File: src/rtl/ps_xlat_cache.sv
module ps_xlat_cache #(
  parameter int VA_W    = 48,
  parameter int BASE_W  = 40,
  parameter int ENTRIES = 4
) (
  input  logic              clk,
  input  logic              rst_n,
  input  logic              lk_valid,
  input  logic [VA_W-1:0]   lk_va,
  output logic              lk_hit,
  output logic [1:0]        lk_level,
  output logic [BASE_W-1:0] lk_base,
  input  logic              fill_valid,
  input  logic [1:0]        fill_level,
  input  logic [VA_W-1:0]   fill_va,
  input  logic [BASE_W-1:0] fill_base,
  input  logic              flush_all,
  input  logic              flush_va_valid,
  input  logic [VA_W-1:0]   flush_va
);
  localparam int TAG_W = VA_W - 21;
  localparam int IDX_W = 9;
  localparam int KINDS = 3;
  localparam int PTR_W = (ENTRIES > 1) ? $clog2(ENTRIES) : 1;

  logic [KINDS-1:0] kind_hit;

  for (genvar k = 0; k < KINDS; k++) begin : g_kind
    localparam logic [TAG_W-1:0] MSK = {TAG_W{1'b1}} << (TAG_W - IDX_W * (k + 1));

    logic [ENTRIES-1:0] vld_q, lk_m, fl_m, fu_m;
    logic [TAG_W-1:0]   tag_q  [ENTRIES];
    logic [BASE_W-1:0]  base_q [ENTRIES];
    logic [PTR_W-1:0]   ptr_q, fidx;
    logic [BASE_W-1:0]  base_sel;
    logic               fdup;
    wire                fill_here = fill_valid && (fill_level == 2'(3 - k));

    for (genvar e = 0; e < ENTRIES; e++) begin : g_ent
      assign lk_m[e] = vld_q[e] && (((tag_q[e] ^ lk_va[VA_W-1:21]) & MSK) == '0);
      assign fl_m[e] = vld_q[e] && (((tag_q[e] ^ flush_va[VA_W-1:21]) & MSK) == '0);
      assign fu_m[e] = vld_q[e] && (((tag_q[e] ^ fill_va[VA_W-1:21]) & MSK) == '0);
    end

    assign kind_hit[k] = |lk_m;
    assign fdup        = |fu_m;

    always_comb begin
      base_sel = '0;
      fidx     = ptr_q;
      for (int e = 0; e < ENTRIES; e++) begin
        if (lk_m[e]) base_sel = base_q[e];
        if (fu_m[e]) fidx = PTR_W'(e);
      end
    end

    always_ff @(posedge clk) begin
      if (!rst_n) begin
        vld_q <= '0;
        ptr_q <= '0;
      end else if (flush_all) begin
        vld_q <= '0;
      end else begin
        vld_q <= flush_va_valid ? (vld_q & ~fl_m) : vld_q;
        if (fill_here) begin
          vld_q[fidx] <= 1'b1;
          if (!fdup) ptr_q <= (ptr_q == PTR_W'(ENTRIES - 1)) ? '0 : ptr_q + 1'b1;
        end
      end
    end

    always_ff @(posedge clk) begin
      if (rst_n && !flush_all && fill_here) begin
        tag_q[fidx]  <= fill_va[VA_W-1:21] & MSK;
        base_q[fidx] <= fill_base;
      end
    end
  end

  assign lk_hit = lk_valid && (|kind_hit);

  always_comb begin
    lk_level = 2'd0;
    lk_base  = '0;
    if (lk_valid) begin
      if (kind_hit[2]) begin
        lk_level = 2'd1;
        lk_base  = g_kind[2].base_sel;
      end else if (kind_hit[1]) begin
        lk_level = 2'd2;
        lk_base  = g_kind[1].base_sel;
      end else if (kind_hit[0]) begin
        lk_level = 2'd3;
        lk_base  = g_kind[0].base_sel;
      end
    end
  end
endmodule

File: config.mk
export PLATFORM = sky130hd
export DESIGN_NAME = ps_xlat_cache
export DESIGN_NICKNAME = d
export VERILOG_FILES = /design/src/rtl/ps_xlat_cache.sv
export SDC_FILE = /design/constraint.sdc
export NUM_CORES = 1
export LEC_CHECK = 0
export ABC_CLOCK_PERIOD_IN_PS = 6100
export BUFFER_PORTS_ARGS = -buffer_cell sky130_fd_sc_hd__buf_4
export CAP_MARGIN = 20
export CORE_MARGIN = 1
export CORE_UTILIZATION = 40
export CTS_BUF_LIST = sky130_fd_sc_hd__clkbuf_16
export DETAILED_ROUTE_END_ITERATION = 8
export PLACE_DENSITY_LB_ADDON = 0.1
export SLEW_MARGIN = 40
export SYNTH_ARGS = -nofsm -noshare
export SYNTH_HDL_FRONTEND = slang
export SYNTH_SLANG_ARGS = --single-unit
File: constraint.sdc
create_clock -name clk -period 6.1 [get_ports clk]
set_clock_uncertainty 0.15 [all_clocks]
set_input_delay 0.61 -clock clk [delete_from_list [all_inputs] [get_ports clk]]
set_output_delay 0.61 -clock clk [all_outputs]
set_load 0.01 [all_outputs]
==> summary.md, run 1 <==
| Metric | Value |
|---|---|
| Crit path cell chain | `xnor2_1 > nand4_1 > or4_1 > a311oi_4 > buf_4 > a221o_1 > a311o_1 > o211a_1 > buf_4` |
| Cts hold-fix bufs | `0` |
| Worst Hold Class | `in2reg` |
| # IOs | `235` |
| DRC violations left | `0` |
| Slew HR | `0.437` |
| Commonest non-fill, non-tap cells in the layout | `edfxtp_1, xnor2_1, xor2_1` |
| Final slew viol count | `0` |
| Commonest non-fill, non-tap cell in the layout | `edfxtp_1` |
| H-tree depth | `3` |
| Top cell type's share of synthesized area | `0.606` |
| Cell Pwr Density | `roughly 270 mW/mm^2` |
| Post-synthesis xor/xnor area fraction | `0.165` |
| CP arrival | `slightly above 4000 ps` |
| Sequential cell area | `between 0.02 and 0.025 sq mm` |
| CP Launch Type | `flip-flop` |
| Period utilization | `0.786` |
| Layout cells sized above 1 | `0.140` |
| Max Cap Viol | `0` |
| Clk buf depth | `3` |
| Hold slack | `65.7 ps` |
| First-pass GRT wire length | `175000 um` |
| Final #Nets | `2848` |
| GRT Total Usage | `0.285` |
| Synthesized area per cell | `roughly 14 sq um` |
| Clk pin slew, worst setup/hold paths | `60 ps` |
| Delay-heaviest family, CP | `compound AO/OA/AOI/OAI gates` |
| Final Setup Violations | `0` |
| Total setup buffers inserted after CTS | `0` |
| Largest area contributor in the netlist | `edfxtp_1` |
| Syn-to-layout area delta | `15.2%` |
| Mapped Area | `between 0.03 and 0.04 sq mm` |
| Drt first pass iters | `6` |
| HPWL after DPL | `around 73000 um` |
| Worst Path Max Fanout | `31` |
| Initial Util | `0.405` |
| Register area share after synthesis | `0.616` |
| Final worst path period need | `roughly 4800 ps` |
| Synth Area in Adders | `0.00109` |
| Number of synthesized flops with an enable pin | `~700` |
| Crit-path max cell delay | `between 600 and 700 ps` |
| Cts repair resizes | `0` |
| CTS Root Cell | `clkbuf_16` |
| Routed WL | `between 100000 and 150000 um` |
| Clock sinks | `a little over 700` |
| Final Hold Fails | `0` |
| Achievable Freq | `roughly 0.21 GHz` |
| Rows | `107` |
| Post-Synth Simple-Gate Area | `0.0961` |
| Compound-Gate Fraction of Synth Area | `0.0941` |
| Fill cell count | `7638` |
| Largest net degree at the start of global routing | `81` |
| Layout Utilization | `0.466` |
| Slew @ Worst Pin | `843 ps` |
| WP data required | `around 5300 ps` |
| CTS Buf Count | `81` |
| Vias per inst | `approximately 6.0` |
| Drt first-iter violations | `between 2000 and 2500` |
| Peak supply drop | `around 210 uV` |
| Setup TNS Final | `0 ps` |
| Largest family of logic cells by synthesized area | `XOR/XNOR gates` |
| Syn Inst Count | `approximately 2500` |
| Synth Warn # | `0` |
| Routability cong. | `between 0.9 and 1` |
| Most used cell, CP | `buf_4` |
| PortBufs | `171` |
| DP Area | `between 0.03 and 0.04 sq mm` |
| Mux share of post-synthesis cell area | `0.000870` |
| Synth Net Count | `2731` |
| Pre-CTS setup slack | `about 1500 ps` |
| Initial antenna violation count | `6` |
| Die X | `about 300 um` |
| Worst Path Buf+Inv | `2` |
| Grt ovf | `0` |
| Chip Height | `296 um` |
| Vias in the first global route | `about 23000` |
| WS Path Type | `reg2out` |
| FFs w/ async S/R, synth | `0` |
| RSZ-0062 raised after global routing | `false` |
| Core area | `0.0853 sq mm` |
| Final setup margin | `around 1300 ps` |
| Vias post-DR | `around 23000` |
| Final instance area | `~0.040 sq mm` |
| Slowest cell on crit path | `or4_1` |
| Multi-input logic area | `~0.013 sq mm` |
| Wire per inst | `between 30 and 40 um` |
| Die area | `0.0875 sq mm` |
| CTS tree | `built` |
| Post-synth cell types | `53` |
| Routed Antenna Nets | `0` |
| Leading post-synthesis cells by cell area | `edfxtp_1, xnor2_1, xor2_1, nand4_1, a221o_1` |
| Leak pwr | `between 10 and 15 nW` |
| Top_reg_cell synth | `edfxtp_1` |
| Clk_lat worst skew | `between 600 and 700 ps` |
| Post-synthesis sequential element count | `a little over 700` |
| CP Capture Type | `output pin` |
| Status | `completed` |
==> flip-flops by register name (all words and copies together), names as in the netlist <==
register and flops:
g_kind.ptr_q 6, g_kind.tag_q 216, g_kind.base_q 480, g_kind.vld_q 12
==> where the power goes <==
group | internal, W | leakage, nW | total [W] | switching, W
logic | 0.000200 | 4.83 | 0.000642 | 0.000442
registers | 0.00540 | 6.41 | 0.00540 | 0.00000887
clock network | 0.00280 | 1.33 | 0.00486 | 0.00206
==> final timing paths <==
check	from	end	slack, ps	cells after the start
worst max-delay path	g_kind[2].tag_q[0][5]	lk_base[11]	1300	9
worst max register to register	g_kind[2].tag_q[0][12]	g_kind[2].tag_q[2][18]	2170	8
worst min register to register	g_kind[1].ptr_q[0]	g_kind[1].ptr_q[0]	350	2
worst min-delay path	fill_base[12]	g_kind[0].base_q[1][12]	70	1
==> layer usage <==
metal / GRT usage / share of wire / vias to the layer above
met5: 0 / 0.00058 / -
met4: 0.104 / 0.038 / 10
met3: 0.0554 / 0.075 / 260
met2: 0.447 / 0.46 / 972
met1: 0.391 / 0.43 / 11968
li1: - / - / 9979
==> cell families (layout without fill, tap and decap cells) <==
logic type / after synthesis / in the layout
mux: 3 / 3
compound gates: 395 / 395
simple gates: 578 / 578
buf+inv: 195 / 378
flops: 714 / 714
fa+ha+maj: 3 / 3
other cells: 0 / 2
xor+xnor: 648 / 648
==> synthesized netlist by cell type, drive strengths merged, types with 45 or more instances <==
master	count
a21oi	45
a221o	80
and2	48
buf	61
clkbuf	130
edfxtp	696
nand2	92
nand3	96
nand4	129
nor4	69
o21ai	49
xnor2	430
xor2	218
==> stage by stage <==
step,instances,total power [W]
2_1_floorplan,2536,0.00581
3_3_place_gp,3709,0.00613
3_5_place_dp,3712,0.00614
4_1_cts,3861,0.0110
5_1_grt,3864,0.0112
6_report,3865,0.0109
==> area by class of cell <==
| type | instances | share of cell area |
|---|---|---|
| Timing Repair Buffer | 225 | 0.0471 |
| Clock buffer | 82 | 0.0516 |
| Inverter | 4 | 0.000378 |
| Antenna cell | 2 | 0.000126 |
| Tap cell | 1144 | 0.0360 |
| Multi-Input combinational cell | 1627 | 0.315 |
| Sequential cell | 714 | 0.535 |
| Clock inverter | 67 | 0.0148 |
(Power assumes the default switching activity.)
==> inputs of run 2 (changes only) <==
Settings changed: ABC_CLOCK_PERIOD_IN_PS 6100 to 4600.
Clock period 6.1 ns to 4.6 ns, I/O delays scaled along.
==> summary.md, run 2 (synthesis results as in run 1) <==
| Metric | Value |
|---|---|
| Status | `completed` |
| Final worst path period need | `roughly 4500 ps` |
| Cell Count, Final, Fillers Out | `3939 (+1.9%)` |
| Initial antenna violation count | `6 (unchanged)` |
| Cell Pwr Density | `358 mW/mm^2 (+30%)` |
| Routed Antenna Nets | `0 (unchanged)` |
| Die area | `0.0875 sq mm (unchanged)` |
| Vias in the first global route | `24297 (+3.7%)` |
| Crit path cell chain | `xnor2_1 > nand4_1 > nor4_1 > buf_4 > and3_2 > or4_2 > buf_12 > a221o_1 > o211a_1 > buf_4` |
| Cts hold-fix bufs | `50 (+50)` |
| Clk buf depth | `3 (unchanged)` |
| DRC violations left | `0 (unchanged)` |
| Max Cap Viol | `0 (unchanged)` |
| Final #Nets | `2922 (+2.6%)` |
| Grt met2 use | `0.457 (+0.0100)` |
| Commonest non-fill, non-tap cell in the layout | `edfxtp_1` |
| Drt first-iter violations | `2534 (+24%)` |
| RSZ-0062 raised after global routing | `false` |
| Routability cong. | `0.898 (-2.3%)` |
| Regs by FF count | `g_kind.base_q: 480 flops, g_kind.tag_q: 216 flops, g_kind.vld_q: 12 flops` |
| Achievable Freq | `approximately 0.22 GHz` |
| Syn-to-layout area delta | `17.3%` |
| Largest net degree at the start of global routing | `81 (unchanged)` |
| WP data required | `3990 ps (-1350 ps)` |
| Peak supply drop | `286 uV (+34%)` |
| Biggest register | `g_kind.base_q` |
| Met1 Track Usage GR | `0.393 (+0.00239)` |
| GRT Total Usage | `0.289 (+0.00452)` |
| Fill cell count | `7600 (-0.50%)` |
| CTS tree | `built` |
| Final setup margin | `130 ps (-1170 ps)` |
| CTS Buf Count | `83 (+2.5%)` |
| Wire per inst | `32.1 um (-0.39%)` |
| Total setup buffers inserted after CTS | `0 (unchanged)` |
| CTS Root Cell | `clkbuf_16` |
| Global Route met3 Usage | `0.0501 (-0.00525)` |
| DP Cell Count | `3736 (+0.65%)` |
| CP Capture Type | `output pin` |
| # IOs | `235 (unchanged)` |
| Core area | `0.0853 sq mm (unchanged)` |
| Slowest cell on crit path | `or4_2` |
| Commonest non-fill, non-tap cells in the layout | `edfxtp_1, xnor2_1, buf_4` |
| Chip Height | `296 um (unchanged)` |
| Gr busiest metal | `met2` |
| Final slew viol count | `0 (unchanged)` |
| HPWL after DPL | `74600 um (+2.1%)` |
| Max reg flops | `480 (unchanged)` |
| Drt first pass iters | `6 (unchanged)` |
| Final Power | `0.0145 W (+33%)` |
| Period utilization | `0.972` |
| Final Hold Fails | `0 (unchanged)` |
| Routed WL | `126000 um (+1.5%)` |
| Vias post-DR | `23687 (+2.1%)` |
| Slew HR | `0.465 (+0.0281)` |
| First-pass GRT wire length | `178000 um (+1.8%)` |
| Pre-CTS setup slack | `449 ps (-1000 ps)` |
| CP Launch Type | `flip-flop` |
| Initial Util | `0.405 (unchanged)` |
| Worst Path Max Fanout | `32 (+3.2%)` |
| Clk_lat worst skew | `650 ps (about the same)` |
| Leak pwr | `12.9 nW (+2.9%)` |
| Layout cells sized above 1 | `0.145 (+0.00524)` |
| Worst Hold Class | `in2reg` |
| Crit-path max cell delay | `820 ps (+170 ps)` |
| Final Setup Violations | `0 (unchanged)` |
| PortBufs | `171 (unchanged)` |
| Rows | `107 (unchanged)` |
| Die X | `296 um (unchanged)` |
| Clk pin slew, worst setup/hold paths | `60 ps (about the same)` |
| H-tree depth | `3 (unchanged)` |
| Cts repair resizes | `0 (unchanged)` |
| Clock sinks | `714 (unchanged)` |
| CP arrival | `3860 ps (-180 ps)` |
| Grt ovf | `0 (unchanged)` |
| Slew @ Worst Pin | `802 ps (-40.4 ps)` |
| Most used cell, CP | `buf_4` |
| WS Path Type | `reg2out` |
| Vias per inst | `6.01 (+0.23%)` |
[run 2: area by class of cell]
cell class	instances	area (sq um)	area share
tap	1144	1430	0.0354
multi-input combinational	1627	12500	0.309
sequential	714	21300	0.525
inverter	4	15.0	0.000371
antenna	2	5.00	0.000124
clock buffer	84	2100	0.0519
timing repair buffer	297	2620	0.0647
clock inverter	67	534	0.0132
[run 2: where the power goes]
part           switching (W)  internal, W  total, W
clock network        0.00273      0.00367   0.00640
logic               0.000603     0.000301  0.000904
registers          0.0000116      0.00716   0.00717
total                0.00335       0.0111    0.0145
[run 2: per-layer routing]
layer / routed length (um) / vias to the layer above / part of all wire
met2: 58200 / 1009 / 0.46
met1: 53600 / 12252 / 0.42
met5: 34 / - / 0.00027
li1: - / 10141 / -
met4: 5230 / 6 / 0.041
met3: 9210 / 279 / 0.073
[run 2: worst paths after layout]
check                              start                       to  slack [ps]  cells past startpoint
hold / removal               fill_va[39]   g_kind[2].tag_q[1][18]          90                      1
setup reg to reg  g_kind[2].tag_q[0][12]  g_kind[2].base_q[0][30]        1040                      8
setup / recovery  g_kind[2].tag_q[1][19]              lk_base[37]         130                     10
hold reg to reg       g_kind[1].vld_q[3]       g_kind[1].vld_q[3]         350                      2
[run 2: metrics by stage]
step | hold slack (ps) | util | area [sq um] | TNS, ps
after floorplan | 308 | - | 34500 | -108100
after global placement | 341 | 0.437 | 37300 | 0
after detailed placement | 337 | 0.438 | 37300 | 0
after CTS | 45.2 | 0.475 | 40500 | 0
after global routing | 53.3 | 0.475 | 40500 | 0
final | 90.7 | 0.475 | 40500 | 0
[run 2: worst max-delay path: cells and delay by family, from the launching register on]
family,cells,cell delay [ps]
XOR/XNOR,1,210
buffers and inverters,3,550
AND/OR/NAND/NOR,4,1310
AO/OA/AOI/OAI,2,630
flip-flops,1,470
==> inputs of run 3 (changes only) <==
Settings changed: ABC_CLOCK_PERIOD_IN_PS 4600 to 5100.
Clock period 4.6 ns to 5.1 ns, I/O delays scaled along.
==> summary.md, run 3 (synthesis results as in run 1) <==
| Metric | Value |
|---|---|
| Status | `completed` |
| Vias post-DR | `23687 (unchanged)` |
| Sequential cell area | `0.0213 sq mm (unchanged)` |
| RSZ-0062 raised after global routing | `false` |
| Global Route met3 Usage | `0.0531 (+0.00292)` |
| Setup TNS Final | `0 ps (unchanged)` |
| Peak supply drop | `282 uV (-1.6%)` |
| H-tree depth | `3 (unchanged)` |
| Die X | `296 um (unchanged)` |
| Cell Pwr Density | `327 mW/mm^2 (-8.6%)` |
| Initial antenna violation count | `5 (-1)` |
| WP data required | `4440 ps (+450 ps)` |
| Cts hold-fix bufs | `46 (-8.0%)` |
| Sw Share | `0.230 (-0.000742)` |
| Drt first pass iters | `5 (-1)` |
| Final worst path period need | `between 4000 and 5000 ps` |
| Vias per inst | `6.02 (about the same)` |
| Clock sinks | `714 (unchanged)` |
| Regs by FF count | `g_kind.base_q: 480 flops, g_kind.tag_q: 216 flops, g_kind.vld_q: 12 flops` |
| Final Setup Violations | `0 (unchanged)` |
| Biggest register | `g_kind.base_q` |
| Period utilization | `0.905` |
| Syn-to-layout area delta | `17.5%` |
| Fill cell count | `7573 (-0.36%)` |
| HPWL after DPL | `75600 um (+1.3%)` |
| Layout Utilization | `0.476 (+0.000777)` |
| CP Launch Type | `flip-flop` |
| Worst Hold Class | `in2reg` |
| Gr busiest metal | `met2` |
| Gate power share | `0.061 (about the same)` |
| GRT Total Usage | `0.284 (-0.00564)` |
| Clk pin slew, worst setup/hold paths | `60 ps (about the same)` |
| Leak pwr | `13.0 nW (+0.22%)` |
| Largest net degree at the start of global routing | `81 (unchanged)` |
| Final Hold Fails | `0 (unchanged)` |
| CTS Buf Count | `83 (unchanged)` |
| PortBufs | `171 (unchanged)` |
| Chip Height | `296 um (unchanged)` |
| Rows | `107 (unchanged)` |
| Commonest non-fill, non-tap cells in the layout | `edfxtp_1, xnor2_1, buf_4` |
| DRC violations left | `0 (unchanged)` |
| Total setup buffers inserted after CTS | `0 (unchanged)` |
| Initial Util | `0.405 (unchanged)` |
| Met1 Track Usage GR | `0.383 (-0.0104)` |
| Drt first-iter violations | `2517 (-0.67%)` |
| Routability cong. | `0.956 (+6.4%)` |
| CP arrival | `3960 ps (+100 ps)` |
| WS Path Type | `reg2out` |
| Sequential Power Share | `0.488 (-0.007)` |
| Die area | `0.0875 sq mm (unchanged)` |
| Grt ovf | `0 (unchanged)` |
| Internal power | `0.0102 W (-8.4%)` |
| Max reg flops | `480 (unchanged)` |
| Slew HR | `0.445 (-0.0202)` |
| Clk buf depth | `3 (unchanged)` |
| Cts repair resizes | `0 (unchanged)` |
| Commonest non-fill, non-tap cell in the layout | `edfxtp_1` |
| CTS Root Cell | `clkbuf_16` |
| Multi-input logic area | `0.0125 sq mm (unchanged)` |
| Layout cells sized above 1 | `0.149 (+0.00363)` |
| Switching power total | `0.00305 W (-8.8%)` |
| Max Cap Viol | `0 (unchanged)` |
| First-pass GRT wire length | `175000 um (-1.8%)` |
| Wire per inst | `31.5 um (-1.9%)` |
| CTS tree | `built` |
| Worst Path Max Fanout | `17 (-47%)` |
| Routed Antenna Nets | `0 (unchanged)` |
| Core area | `0.0853 sq mm (unchanged)` |
| Final slew viol count | `0 (unchanged)` |
| # IOs | `235 (unchanged)` |
| CP Capture Type | `output pin` |
| Routed WL | `124000 um (-1.9%)` |
| Final #Nets | `2922 (unchanged)` |
| Vias in the first global route | `23892 (-1.7%)` |
| Grt met2 use | `0.454 (-0.00343)` |
| Slew @ Worst Pin | `831 ps (+28.4 ps)` |
| Clk_lat worst skew | `660 ps (about the same)` |
| Achievable Freq | `~0.22 GHz` |
| Clk pwr share | `0.451 (+0.009)` |
## run 3: cell types whose count changed in the layout (fill, tap and decap cells not counted), moves of 2 or more
| cell | before | now |
|---|---|---|
| buf_12 | 19 | 17 |
| buf_4 | 226 | 231 |
| bufinv_16 | 6 | 9 |
| clkinv_2 | 15 | 18 |
| dlygate4sd3_1 | 50 | 46 |
| inv_1 | 23 | 16 |
## run 3: final timing paths
check,start,to,slack [ps],cells past startpoint
setup reg to reg,g_kind[2].tag_q[3][4],g_kind[2].base_q[3][10],1340,8
setup / recovery,g_kind[2].tag_q[1][8],lk_base[29],480,9
hold / removal,fill_va[21],g_kind[2].tag_q[0][0],50,1
hold reg to reg,g_kind[0].vld_q[2],g_kind[0].vld_q[2],350,2
## run 3: cell type report
class	instances	share of cell area
clock inverter	66	0.0153
tap	1144	0.0353
multi-input combinational	1627	0.309
inverter	4	0.000370
sequential	714	0.524
clock buffer	84	0.0518
timing repair buffer	297	0.0641
antenna	1	0.0000617
## run 3: per-layer routing
metal  wire, um  share of wire
met2      57400           0.46
met1      52300           0.42
met3       9350          0.075
met5         44        0.00036
met4       4840          0.039
## run 3: critical path: stages (launching register included)
cell      delay (ps)
edfxtp_1         440
xnor2_1          410
nand4_1          150
nor4_1           570
and3_2           560
buf_4            380
a221o_1          210
a311o_1          180
o211a_1          230
buf_4            150
## run 3: metrics by stage
stage          std cells  setup WS [ps]  hold WS, ps  power [W]  instance area [sq um]
2_1_floorplan       2536           -357          308    0.00695                  34500
5_1_grt             3937            418         12.8     0.0136                  40600
4_1_cts             3936            479         6.05     0.0133                  40500
3_5_place_dp        3740            771          348    0.00735                  37400
6_report            3937            482         47.8     0.0132                  40600
3_3_place_gp        3735            758          343    0.00734                  37200
## run 3: power by group through the flow
stage / combinational, W / sequential [W] / clock [W]
floorplan: 0.000356 / 0.00659 / 0
global placement: 0.000754 / 0.00659 / 0
detailed placement: 0.000758 / 0.00659 / 0
CTS: 0.000792 / 0.00646 / 0.00607
global route: 0.000833 / 0.00646 / 0.00629
finish: 0.000805 / 0.00647 / 0.00598
